## src/rtl/route_pkg.sv

```systemverilog
package route_pkg;
  typedef enum logic [2:0] {
    CMD_IDLE     = 3'd0,
    CMD_WB       = 3'd1,
    CMD_INV      = 3'd2,
    CMD_WB_CONS  = 3'd3,
    CMD_INV_PROD = 3'd4,
    CMD_WB_FAR   = 3'd5,
    CMD_INV_FAR  = 3'd6,
    CMD_RSVD     = 3'd7
  } routeCmd_e;

  // Strobes from control to datapath for one request
  typedef struct packed {
    logic fire;       // recognised command, produce a decision
    logic isWrite;    // writeback family (else invalidate family)
    logic useLookup;  // partner ID must be matched against the table
  } reqStrobe_t;
endpackage

```

## src/rtl/route_ctrl.sv

```systemverilog
module route_ctrl
  import route_pkg::*;
#(
  parameter int NUM_CORES = 8,
  localparam int CORE_W = (NUM_CORES > 1) ? $clog2(NUM_CORES) : 1
) (
  input  logic                 mapValid,
  input  logic [CORE_W-1:0]    mapCore,
  input  logic                 unmapValid,
  input  logic [CORE_W-1:0]    unmapCore,
  input  logic [2:0]           reqCmd,
  output logic [NUM_CORES-1:0] setEn,
  output logic [NUM_CORES-1:0] clrEn,
  output reqStrobe_t           reqStb
);
  routeCmd_e cmdDec;
  assign cmdDec = routeCmd_e'(reqCmd);

  // Per-core update strobes; a map overrides an unmap on the same core
  for (genvar c = 0; c < NUM_CORES; c++) begin : g_upd
    assign setEn[c] = mapValid && (mapCore == CORE_W'(c));
    assign clrEn[c] = unmapValid && (unmapCore == CORE_W'(c)) && !setEn[c];
  end

  always_comb begin
    reqStb = '0;
    unique case (cmdDec)
      CMD_WB, CMD_WB_FAR: begin
        reqStb.fire = 1'b1; reqStb.isWrite = 1'b1;
      end
      CMD_INV, CMD_INV_FAR: begin
        reqStb.fire = 1'b1;
      end
      CMD_WB_CONS: begin
        reqStb.fire = 1'b1; reqStb.isWrite = 1'b1; reqStb.useLookup = 1'b1;
      end
      CMD_INV_PROD: begin
        reqStb.fire = 1'b1; reqStb.useLookup = 1'b1;
      end
      default: reqStb = '0;
    endcase
  end
endmodule

```

## src/rtl/route_datapath.sv

```systemverilog
module route_datapath
  import route_pkg::*;
#(
  parameter int NUM_CORES = 8,
  parameter int TID_W     = 8,
  parameter int ADDR_W    = 32
) (
  input  logic                 clk,
  input  logic                 rstN,
  input  logic [NUM_CORES-1:0] setEn,
  input  logic [NUM_CORES-1:0] clrEn,
  input  logic [TID_W-1:0]     mapTid,
  input  reqStrobe_t           reqStb,
  input  logic [2:0]           reqCmd,
  input  logic [ADDR_W-1:0]    reqAddr,
  input  logic [TID_W-1:0]     reqTid,
  output logic                 outValid,
  output logic [ADDR_W-1:0]    outAddr,
  output logic [2:0]           outCmd,
  output logic                 outHit,
  output logic                 privInvEn,
  output logic                 l2En,
  output logic                 l3En
);
  logic [TID_W-1:0]     entryTid [NUM_CORES];
  logic [NUM_CORES-1:0] entryVld;
  logic [NUM_CORES-1:0] matchVec;
  logic                 tblHit;
  logic                 localHit;

  for (genvar c = 0; c < NUM_CORES; c++) begin : g_entry
    always_ff @(posedge clk) begin
      if (!rstN) begin
        entryVld[c] <= 1'b0;
        entryTid[c] <= '0;
      end else if (setEn[c]) begin
        entryVld[c] <= 1'b1;
        entryTid[c] <= mapTid;
      end else if (clrEn[c]) begin
        entryVld[c] <= 1'b0;
      end
    end
    // Fully parallel compare against the pre-update table contents
    assign matchVec[c] = entryVld[c] && (entryTid[c] == reqTid);
  end

  assign tblHit   = |matchVec;
  assign localHit = reqStb.useLookup && tblHit;

  always_ff @(posedge clk) begin
    if (!rstN) begin
      outValid  <= 1'b0;
      outAddr   <= '0;
      outCmd    <= '0;
      outHit    <= 1'b0;
      privInvEn <= 1'b0;
      l2En      <= 1'b0;
      l3En      <= 1'b0;
    end else begin
      outValid <= reqStb.fire;
      outAddr  <= reqAddr;
      outCmd   <= reqCmd;
      if (!reqStb.fire) begin
        outHit    <= 1'b0;
        privInvEn <= 1'b0;
        l2En      <= 1'b0;
        l3En      <= 1'b0;
      end else if (reqStb.isWrite) begin
        outHit    <= localHit;
        privInvEn <= 1'b0;
        l2En      <= 1'b1;
        l3En      <= !localHit;
      end else begin
        outHit    <= localHit;
        privInvEn <= 1'b1;
        l2En      <= !localHit;
        l3En      <= 1'b0;
      end
    end
  end
endmodule

```

## src/rtl/wb_level_router.sv

```systemverilog
module wb_level_router
  import route_pkg::*;
#(
  parameter int NUM_CORES = 8,
  parameter int TID_W     = 8,
  parameter int ADDR_W    = 32,
  localparam int CORE_W   = (NUM_CORES > 1) ? $clog2(NUM_CORES) : 1
) (
  input  logic              clk,
  input  logic              rstN,
  input  logic              mapValid,
  input  logic [CORE_W-1:0] mapCore,
  input  logic [TID_W-1:0]  mapTid,
  input  logic              unmapValid,
  input  logic [CORE_W-1:0] unmapCore,
  input  logic [2:0]        reqCmd,
  input  logic [ADDR_W-1:0] reqAddr,
  input  logic [TID_W-1:0]  reqTid,
  output logic              outValid,
  output logic [ADDR_W-1:0] outAddr,
  output logic [2:0]        outCmd,
  output logic              outHit,
  output logic              privInvEn,
  output logic              l2En,
  output logic              l3En
);
  logic [NUM_CORES-1:0] setEn;
  logic [NUM_CORES-1:0] clrEn;
  reqStrobe_t           reqStb;

  route_ctrl #(.NUM_CORES(NUM_CORES)) u_ctrl (
    .mapValid(mapValid), .mapCore(mapCore),
    .unmapValid(unmapValid), .unmapCore(unmapCore),
    .reqCmd(reqCmd), .setEn(setEn), .clrEn(clrEn), .reqStb(reqStb)
  );

  route_datapath #(.NUM_CORES(NUM_CORES), .TID_W(TID_W), .ADDR_W(ADDR_W)) u_dp (
    .clk(clk), .rstN(rstN), .setEn(setEn), .clrEn(clrEn), .mapTid(mapTid),
    .reqStb(reqStb), .reqCmd(reqCmd), .reqAddr(reqAddr), .reqTid(reqTid),
    .outValid(outValid), .outAddr(outAddr), .outCmd(outCmd), .outHit(outHit),
    .privInvEn(privInvEn), .l2En(l2En), .l3En(l3En)
  );
endmodule

```

## config.mk

```make
export PLATFORM = sky130hd
export DESIGN_NAME = wb_level_router
export DESIGN_NICKNAME = d
export VERILOG_FILES = /design/src/rtl/route_pkg.sv /design/src/rtl/route_ctrl.sv /design/src/rtl/route_datapath.sv /design/src/rtl/wb_level_router.sv
export SDC_FILE = /design/constraint.sdc
export NUM_CORES = 1
export LEC_CHECK = 0
export CORE_AREA = 2 2 98 100
export CTS_BUF_LIST = sky130_fd_sc_hd__clkbuf_4 sky130_fd_sc_hd__clkbuf_8
export DETAILED_ROUTE_END_ITERATION = 8
export DIE_AREA = 0 0 100 102
export PLACE_DENSITY = 0.81
export SYNTH_ARGS = -nofsm -noshare
export SYNTH_HDL_FRONTEND = slang
export SYNTH_HIERARCHICAL = 1
export SYNTH_SLANG_ARGS = --single-unit
```

## constraint.sdc

```tcl
create_clock -name clk -period 2.1 [get_ports clk]
set_input_delay 0.42 -clock clk [delete_from_list [all_inputs] [get_ports clk]]
set_output_delay 0.42 -clock clk [all_outputs]
set_load 0.005 [all_outputs]
```

==> summary.md, run 1 <==
| Metric | Value |
|---|---|
| Worst-skew pair later-pin latency | between 0.3 and 0.4 ns |
| TritonCTS buffer count | 9 |
| N_diodes | 0 |
| Commonest non-fill, non-tap cell in the layout | clkdlybuf4s50_1 |
| CTS tree | yes |
| Syn Nets | roughly 440 |
| CP max stage delay | 0.48 ns |
| Main combinational cell family by area after synthesis | simple AND/OR/NAND/NOR gates |
| Synth Area in Simple Gates | 0.226 |
| Reg2Reg Depth | 7 |
| Min Tclk post-route | 2.02 ns |
| Most frequent cells in the layout | 99 x clkdlybuf4s50_1, 65 x and3_1, 64 x edfxtp_1 |
| Adder-cell area share of the yosys netlist | 0 |
| Largest net degree at the start of global routing | 31 |
| Post-CTS Setup Inserts | 0 |
| Critical path, cell by cell | clkdlybuf4s50_1 -> buf_4 -> xor2_1 -> nor4_1 -> buf_4 -> nand4_1 -> nand4_1 -> o31a_2 -> a21oi_1 |
| Nets | 580 |
| Die Width | 100 um |
| Final Cycle Share | 0.960 |
| Pwr Total | 4460 uW |
| Filler Cells Inserted | between 600 and 700 |
| Vias in the first global route | 3581 |
| CP delay by family, top | buffers and inverters |
| Final WS setup | 0.0836 ns |
| Reg2reg start | u_dp/entryTid[1][13]$_SDFFCE_PN0P_ |
| Register area | 2880 um2 |
| Fin. Hold Viols | 0 |
| Avg Cell Area, Syn | 12.4 um2 |
| Final setup fails | 0 |
| Final Hold Slack | 0.591 ns |
| Class of the worst hold path | reg -> reg |
| Starting density of the core | 0.521 |
| CTS max path bufs | 2 |
| Pwr per Cell Area | 692 nW/um2 |
| Leak Pwr | approximately 0.0027 uW |
| Post-route DRC | 0 |
| Gr ovfl total | 0 |
| Core Region | 9110 um2 |
| WL final | 11600 um |
| Worst EP arrival | 2.29 ns |
| Max-Cap Viols | 0 |
| Post-synthesis sequential area ratio | 0.608 |
| Rows | 35 |
| Max Fanout on Critical Path | 4 |
| Clock sinks | 112 |
| Buf/Inv on CP | 3 |
| Worst Hold Path Cells | 2 |
| CP Capture Type | register |
| Clock root buffer | clkbuf_8 |
| Status | finished clean |
| Post_cts resized | 0 |
| Area of the mapped netlist | between 4000 and 5000 um2 |
| Number of DRC markers in iteration 0 | 198 |
| XOR/XNOR Fraction of Synth Area | 0.118 |
| First-pass GRT wire length | 18200 um |
| Least-Margin Pin Slew | 0.520 ns |
| Share of cells above drive strength 1 | 0.139 |
| Hold Buf Count CTS | 0 |
| R2r endpoint | u_dp/l2En$_SDFF_PN0_ |
| Vias/cell | 5.38 |
| H-tree Lvls | 3 |
| Clk pin slew, worst setup/hold paths | 0.10 ns |
| Fin. max-slew vios | 0 |
| Critical Setup Path Class | in -> reg |
| Post-DR wirelength/cell | between 15 and 20 um |
| Reg2Reg Setup Slack | approximately 0.33 ns |
| Rel. slew slack | 0.653 |
| Achievable Freq | 0.496 GHz |
| Ys Warns | 6 |
| Footprint of the multi-input gates | 1740 um2 |
| 1st-pass router iterations | 4 |
| Die Y | a little over 100 um |
| Pre-CTS setup slack | -0.279 ns |
| RSZ-0062 raised after global routing | false |
| Die Area | 10200 um2 |
| Worst setup SP type | input port |
| Crit-path slowest cell | clkdlybuf4s50_1 |
| Antenna violations before repair | 0 |
| Gate Count Post-Synth | 381 |
| DP HPWL | about 8500 um |
| Min-Delay Endpoint | u_dp/entryVld[5]$_SDFFE_PN0P_ |
| Netlist cell types | 31 |
| I/O pin total | 101 |
| Final GP Congestion | 0.984 |
| DR vias | 3415 |
| VDD IR max | 0.498 mV |
| Gr usage total | 0.239 |
| Post-DRT Antenna Nets | 0 |
| Post-synthesis compound-gate area fraction | 0.0230 |
| Crit path required time | 2.38 ns |
| Final Skew | between 0.009 and 0.01 ns |
| Hold_sp | u_dp/entryVld[5]$_SDFFE_PN0P_ |
| Area growth syn-to-layout | 35.8% |
| IO Port Bufs | 100 |
| Mux contribution to synthesized area | 0 |
| #FFs+latches synth | 112 |
-- kinds of logic (layout without fill, tap and decap cells) --
logic type | count (synthesis) | in the layout
AND/OR/NAND/NOR | 169 | 169
buffers and inverters | 22 | 165
XOR/XNOR | 64 | 64
AO/OA/AOI/OAI | 14 | 14
flip-flops | 112 | 112
-- area by class of cell --
type / instances / area share
clock inverter: 5 / 0.00991
multi-input combinational: 247 / 0.270
timing repair buffer: 147 / 0.227
inverter: 2 / 0.00117
sequential: 112 / 0.448
clock buffer: 11 / 0.0225
tap: 111 / 0.0216
-- how the worst max path moves through the flow --
| stage | start | cells after the start | to |
|---|---|---|---|
| floorplan | mapCore[1] | 2 | u_dp/entryTid[0][0]$_SDFFCE_PN0P_ |
| finish | reqTid[2] | 9 | u_dp/l2En$_SDFF_PN0_ |
| CTS | reqTid[5] | 8 | u_dp/l2En$_SDFF_PN0_ |
| global placement | reqTid[2] | 9 | u_dp/l2En$_SDFF_PN0_ |
| detailed placement | reqTid[5] | 8 | u_dp/l2En$_SDFF_PN0_ |
| global route | reqTid[5] | 8 | u_dp/l2En$_SDFF_PN0_ |
-- power breakdown --
group	switching [uW]	leakage (uW)	internal, uW	total (uW)
Combinational	275	0.00158	353	628
Clock	723	0.000105	609	1330
Sequential	51.3	0.00102	2450	2500
Total	1050	0.00270	3410	4460
-- tightest hold or removal path, cell delays in order (launching register included) --
cell and delay [ns]:
dfxtp_1 0.33, nor2b_1 0.13, o21a_1 0.11
-- synth_stat cells --
| library cell | n | area (um2) |
|---|---|---|
| nor4_2 | 1 | 12.5 |
| nor2_1 | 2 | 7.51 |
| inv_1 | 2 | 7.51 |
| nand4_1 | 7 | 43.8 |
| and3_1 | 65 | 407 |
| and4_2 | 1 | 10.0 |
| and4bb_1 | 1 | 12.5 |
| nand2b_1 | 11 | 68.8 |
| and4bb_2 | 2 | 25.0 |
| o41ai_2 | 1 | 16.3 |
| buf_4 | 6 | 45.0 |
| nor4b_1 | 1 | 8.76 |
| clkbuf_1 | 12 | 45.0 |
| edfxtp_1 | 64 | 1920 |
| dfxtp_1 | 48 | 961 |
| o21ai_0 | 2 | 10.0 |
| nor4_1 | 9 | 56.3 |
| xor2_1 | 53 | 464 |
| o21a_1 | 8 | 60.1 |
| and4b_2 | 3 | 33.8 |
| nor2b_1 | 8 | 50.1 |
| or3b_1 | 1 | 8.76 |
| xnor2_1 | 11 | 96.3 |
| nand2_1 | 4 | 15.0 |
| a21oi_1 | 1 | 5.00 |
| nor3_1 | 14 | 70.1 |
| buf_6 | 2 | 22.5 |
| and2_1 | 36 | 225 |
| o31a_2 | 1 | 10.0 |
| a21boi_0 | 1 | 7.51 |
| nand3_1 | 3 | 15.0 |
-- registers in the layout, indices dropped and copies added, names as in the netlist --
register / flops
u_dp/outAddr: 32
u_dp/outHit: 1
u_dp/outValid: 1
u_dp/privInvEn: 1
u_dp/entryTid: 64
u_dp/outCmd: 3
u_dp/entryVld: 8
u_dp/l3En: 1
u_dp/l2En: 1
-- layer usage --
metal	part of all wire	wire length, um	vias to the layer above	GRT usage
met1	0.40	4640	1614	0.297
met2	0.49	5650	159	0.404
li1	-	-	1625	-
met3	0.097	1120	17	0.0663
met5	0	0	-	0
met4	0.015	179	0	0.0875
-- stage by stage --
step           cell area, um2  utilization  TNS [ns]  std cells
2_1_floorplan            4740            -         0        381
3_3_place_gp             6230        0.684    -0.757        619
3_5_place_dp             6230        0.684    -0.797        619
4_1_cts                  6440        0.707         0        635
5_1_grt                  6440        0.707         0        635
6_report                 6440        0.707         0        635
Power figures use the tool's default switching activity.
==> inputs of run 2 (changes only) <==
==> constraint.sdc (replaced) <==
create_clock -name clk -period 1.9 [get_ports clk]
set_input_delay 0.38 -clock clk [delete_from_list [all_inputs] [get_ports clk]]
set_output_delay 0.38 -clock clk [all_outputs]
set_load 0.01 [all_outputs]
==> run 2 against run 1 <==
  * Sequential power grew 10%
  * Die area stayed put
  * Register-to-register slack worse by 0.26 ns
  * Cell count decreased by 0.47%
  * Sequential cell count is the same
  * Critical path type unchanged
  * Critical endpoint is now u_dp/outHit$_SDFF_PN0_
  * Highest routed layer unchanged
==> summary.md, run 2 (synthesis gave the netlist of run 1 again) <==
| Metric | Value |
|---|---|
| VDD IR max | around 0.48 mV |
| Post-Layout Inst Area | 6460 um2 |
| Max-Cap Viols | 0 |
| Commonest non-fill, non-tap cell in the layout | clkdlybuf4s50_1 |
| H-tree Lvls | 3 |
| Worst EP arrival | 2.15 ns |
| Fin cells | 632 |
| Final Cycle Share | 0.987 |
| Nets | about 580 |
| 1st-pass router iterations | 4 |
| Antenna violations before repair | 0 |
| Leak Pwr | approximately 0.0027 uW |
| Min Tclk post-route | 1.87 ns |
| IO Port Bufs | 100 |
| Post-DRT Antenna Nets | 0 |
| Area growth syn-to-layout | 36.3% |
| Final GP Congestion | between 0.9 and 1 |
| Fin. Hold Viols | 0 |
| Post-DP Area | 6210 um2 |
| Largest registers | u_dp/entryTid: 64 flops, u_dp/outAddr: 32 flops, u_dp/entryVld: 8 flops |
| Reg2reg start | u_dp/entryTid[1][8]$_SDFFCE_PN0P_ |
| Least-Margin Pin Slew | between 0.4 and 0.5 ns |
| Die Area | 10200 um2 |
| Class of the worst hold path | in -> reg |
| Final setup fails | 0 |
| Critical Setup Path Class | in -> reg |
| Gr usage total | 0.230 |
| Post-DR wirelength/cell | 18.2 um |
| Status | finished clean |
| N_diodes | 0 |
| Vias in the first global route | 3429 |
| TritonCTS buffer count | 9 |
| CTS max path bufs | 2 |
| Crit path required time | 2.17 ns |
| Max Fanout on Critical Path | 7 |
| CP startpoint | reqTid[5] |
| Reg2Reg Setup Slack | about 0.07 ns |
| Number of DRC markers in iteration 0 | 171 |
| Most frequent cells in the layout | 95 x clkdlybuf4s50_1, 65 x and3_1, 64 x edfxtp_1 |
| Hold Buf Count CTS | 0 |
| DR vias | 3410 |
| Clock root buffer | clkbuf_8 |
| Gr ovfl total | 0 |
| Clk pin slew, worst setup/hold paths | 0.11 ns |
| Clock sinks | ~110 |
| Crit path capture | u_dp/outHit$_SDFF_PN0_ |
| Final Skew | 0.00908 ns |
| Post-CTS Setup Inserts | 0 |
| Starting density of the core | 0.521 |
| First-pass GRT wire length | 17600 um |
| CP Capture Type | register |
| Achievable Freq | between 0.5 and 0.6 GHz |
| DP HPWL | about 8100 um |
| Final Util | 0.710 |
| Biggest register | u_dp/entryTid |
| Max reg flops | 64 |
| Rel. slew slack | 0.677 |
| Largest net degree at the start of global routing | 87 |
| R2r endpoint | u_dp/l2En$_SDFF_PN0_ |
| I/O pin total | 101 |
| Rows | 35 |
| Core Region | 9110 um2 |
| Die Y | roughly 100 um |
| Pwr per Cell Area | 764 nW/um2 |
| Die Width | 100 um |
| Reg2Reg Depth | 7 |
| CTS tree | yes |
| WL final | 11500 um |
| Fin. max-slew vios | 0 |
| Worst setup SP type | input port |
| Placed cell count | 616 |
| Worst-skew pair later-pin latency | 0.36 ns |
| Vias/cell | 5.40 |
| Post-route DRC | 0 |
| Share of cells above drive strength 1 | 0.142 |
-- run 2: worst min path at each step --
stage | from | end | slack [ns] | cells past startpoint
2_1_floorplan | reqAddr[0] | u_dp/outAddr[0]$_SDFF_PN0_ | 0.51 | 1
3_3_place_gp | u_dp/entryVld[1]$_SDFFE_PN0P_ | u_dp/entryVld[1]$_SDFFE_PN0P_ | 0.56 | 2
3_5_place_dp | u_dp/entryVld[5]$_SDFFE_PN0P_ | u_dp/entryVld[5]$_SDFFE_PN0P_ | 0.57 | 2
4_1_cts | rstN | u_dp/entryVld[3]$_SDFFE_PN0P_ | 0.49 | 3
5_1_grt | rstN | u_dp/entryVld[3]$_SDFFE_PN0P_ | 0.50 | 3
6_report | rstN | u_dp/outAddr[30]$_SDFF_PN0_ | 0.51 | 3
-- run 2: layout make-up --
class | count | area, um2
clock buffer | 10 | 131
clock inverter | 6 | 76.3
fill | 635 | 2640
inverter | 2 | 7.51
multi-input combinational | 247 | 1780
sequential | 112 | 2880
tap | 111 | 139
timing repair buffer | 144 | 1450
-- run 2: critical path, cell delays in order --
cell	delay (ns)
clkdlybuf4s50_1	0.52
buf_6	0.18
xor2_2	0.15
nor4_2	0.06
buf_4	0.14
nand4_1	0.14
o41ai_4	0.10
o31a_2	0.32
and2_1	0.16
-- run 2: per-layer routing --
layer,global-route usage,wire [um],vias to the layer above
met3,0.0657,1110,14
met5,0,0,-
met1,0.283,4610,1616
met4,0.0769,171,0
li1,-,-,1618
met2,0.392,5610,162
-- run 2: report_power, final --
group / switching (uW) / internal [uW] / leakage [uW]
combinational: 322 / 385 / 0.00162
sequential: 59.1 / 2700 / 0.00102
clock: 823 / 647 / 0.000106
-- run 2: per-stage QoR --
| step | setup TNS (ns) | hold WS, ns | power [uW] | worst slack (ns) |
|---|---|---|---|---|
| 4_1_cts | -0.00262 | 0.490 | 4950 | -0.00262 |
| 3_5_place_dp | -1.98 | 0.574 | 3510 | -0.440 |
| 3_3_place_gp | -1.36 | 0.561 | 3490 | -0.343 |
| 2_1_floorplan | 0 | 0.507 | 3100 | 0.0887 |
| 5_1_grt | -0.0241 | 0.500 | 5110 | -0.0127 |
| 6_report | 0 | 0.505 | 4940 | 0.0254 |
-- run 2: repair_timing --
item / CTS / global route
pin swaps: 0 / 4
endpoints found under the hold margin: 0 / 0
resized for setup: 2 / 10
endpoints found under the setup margin: 3 / 3
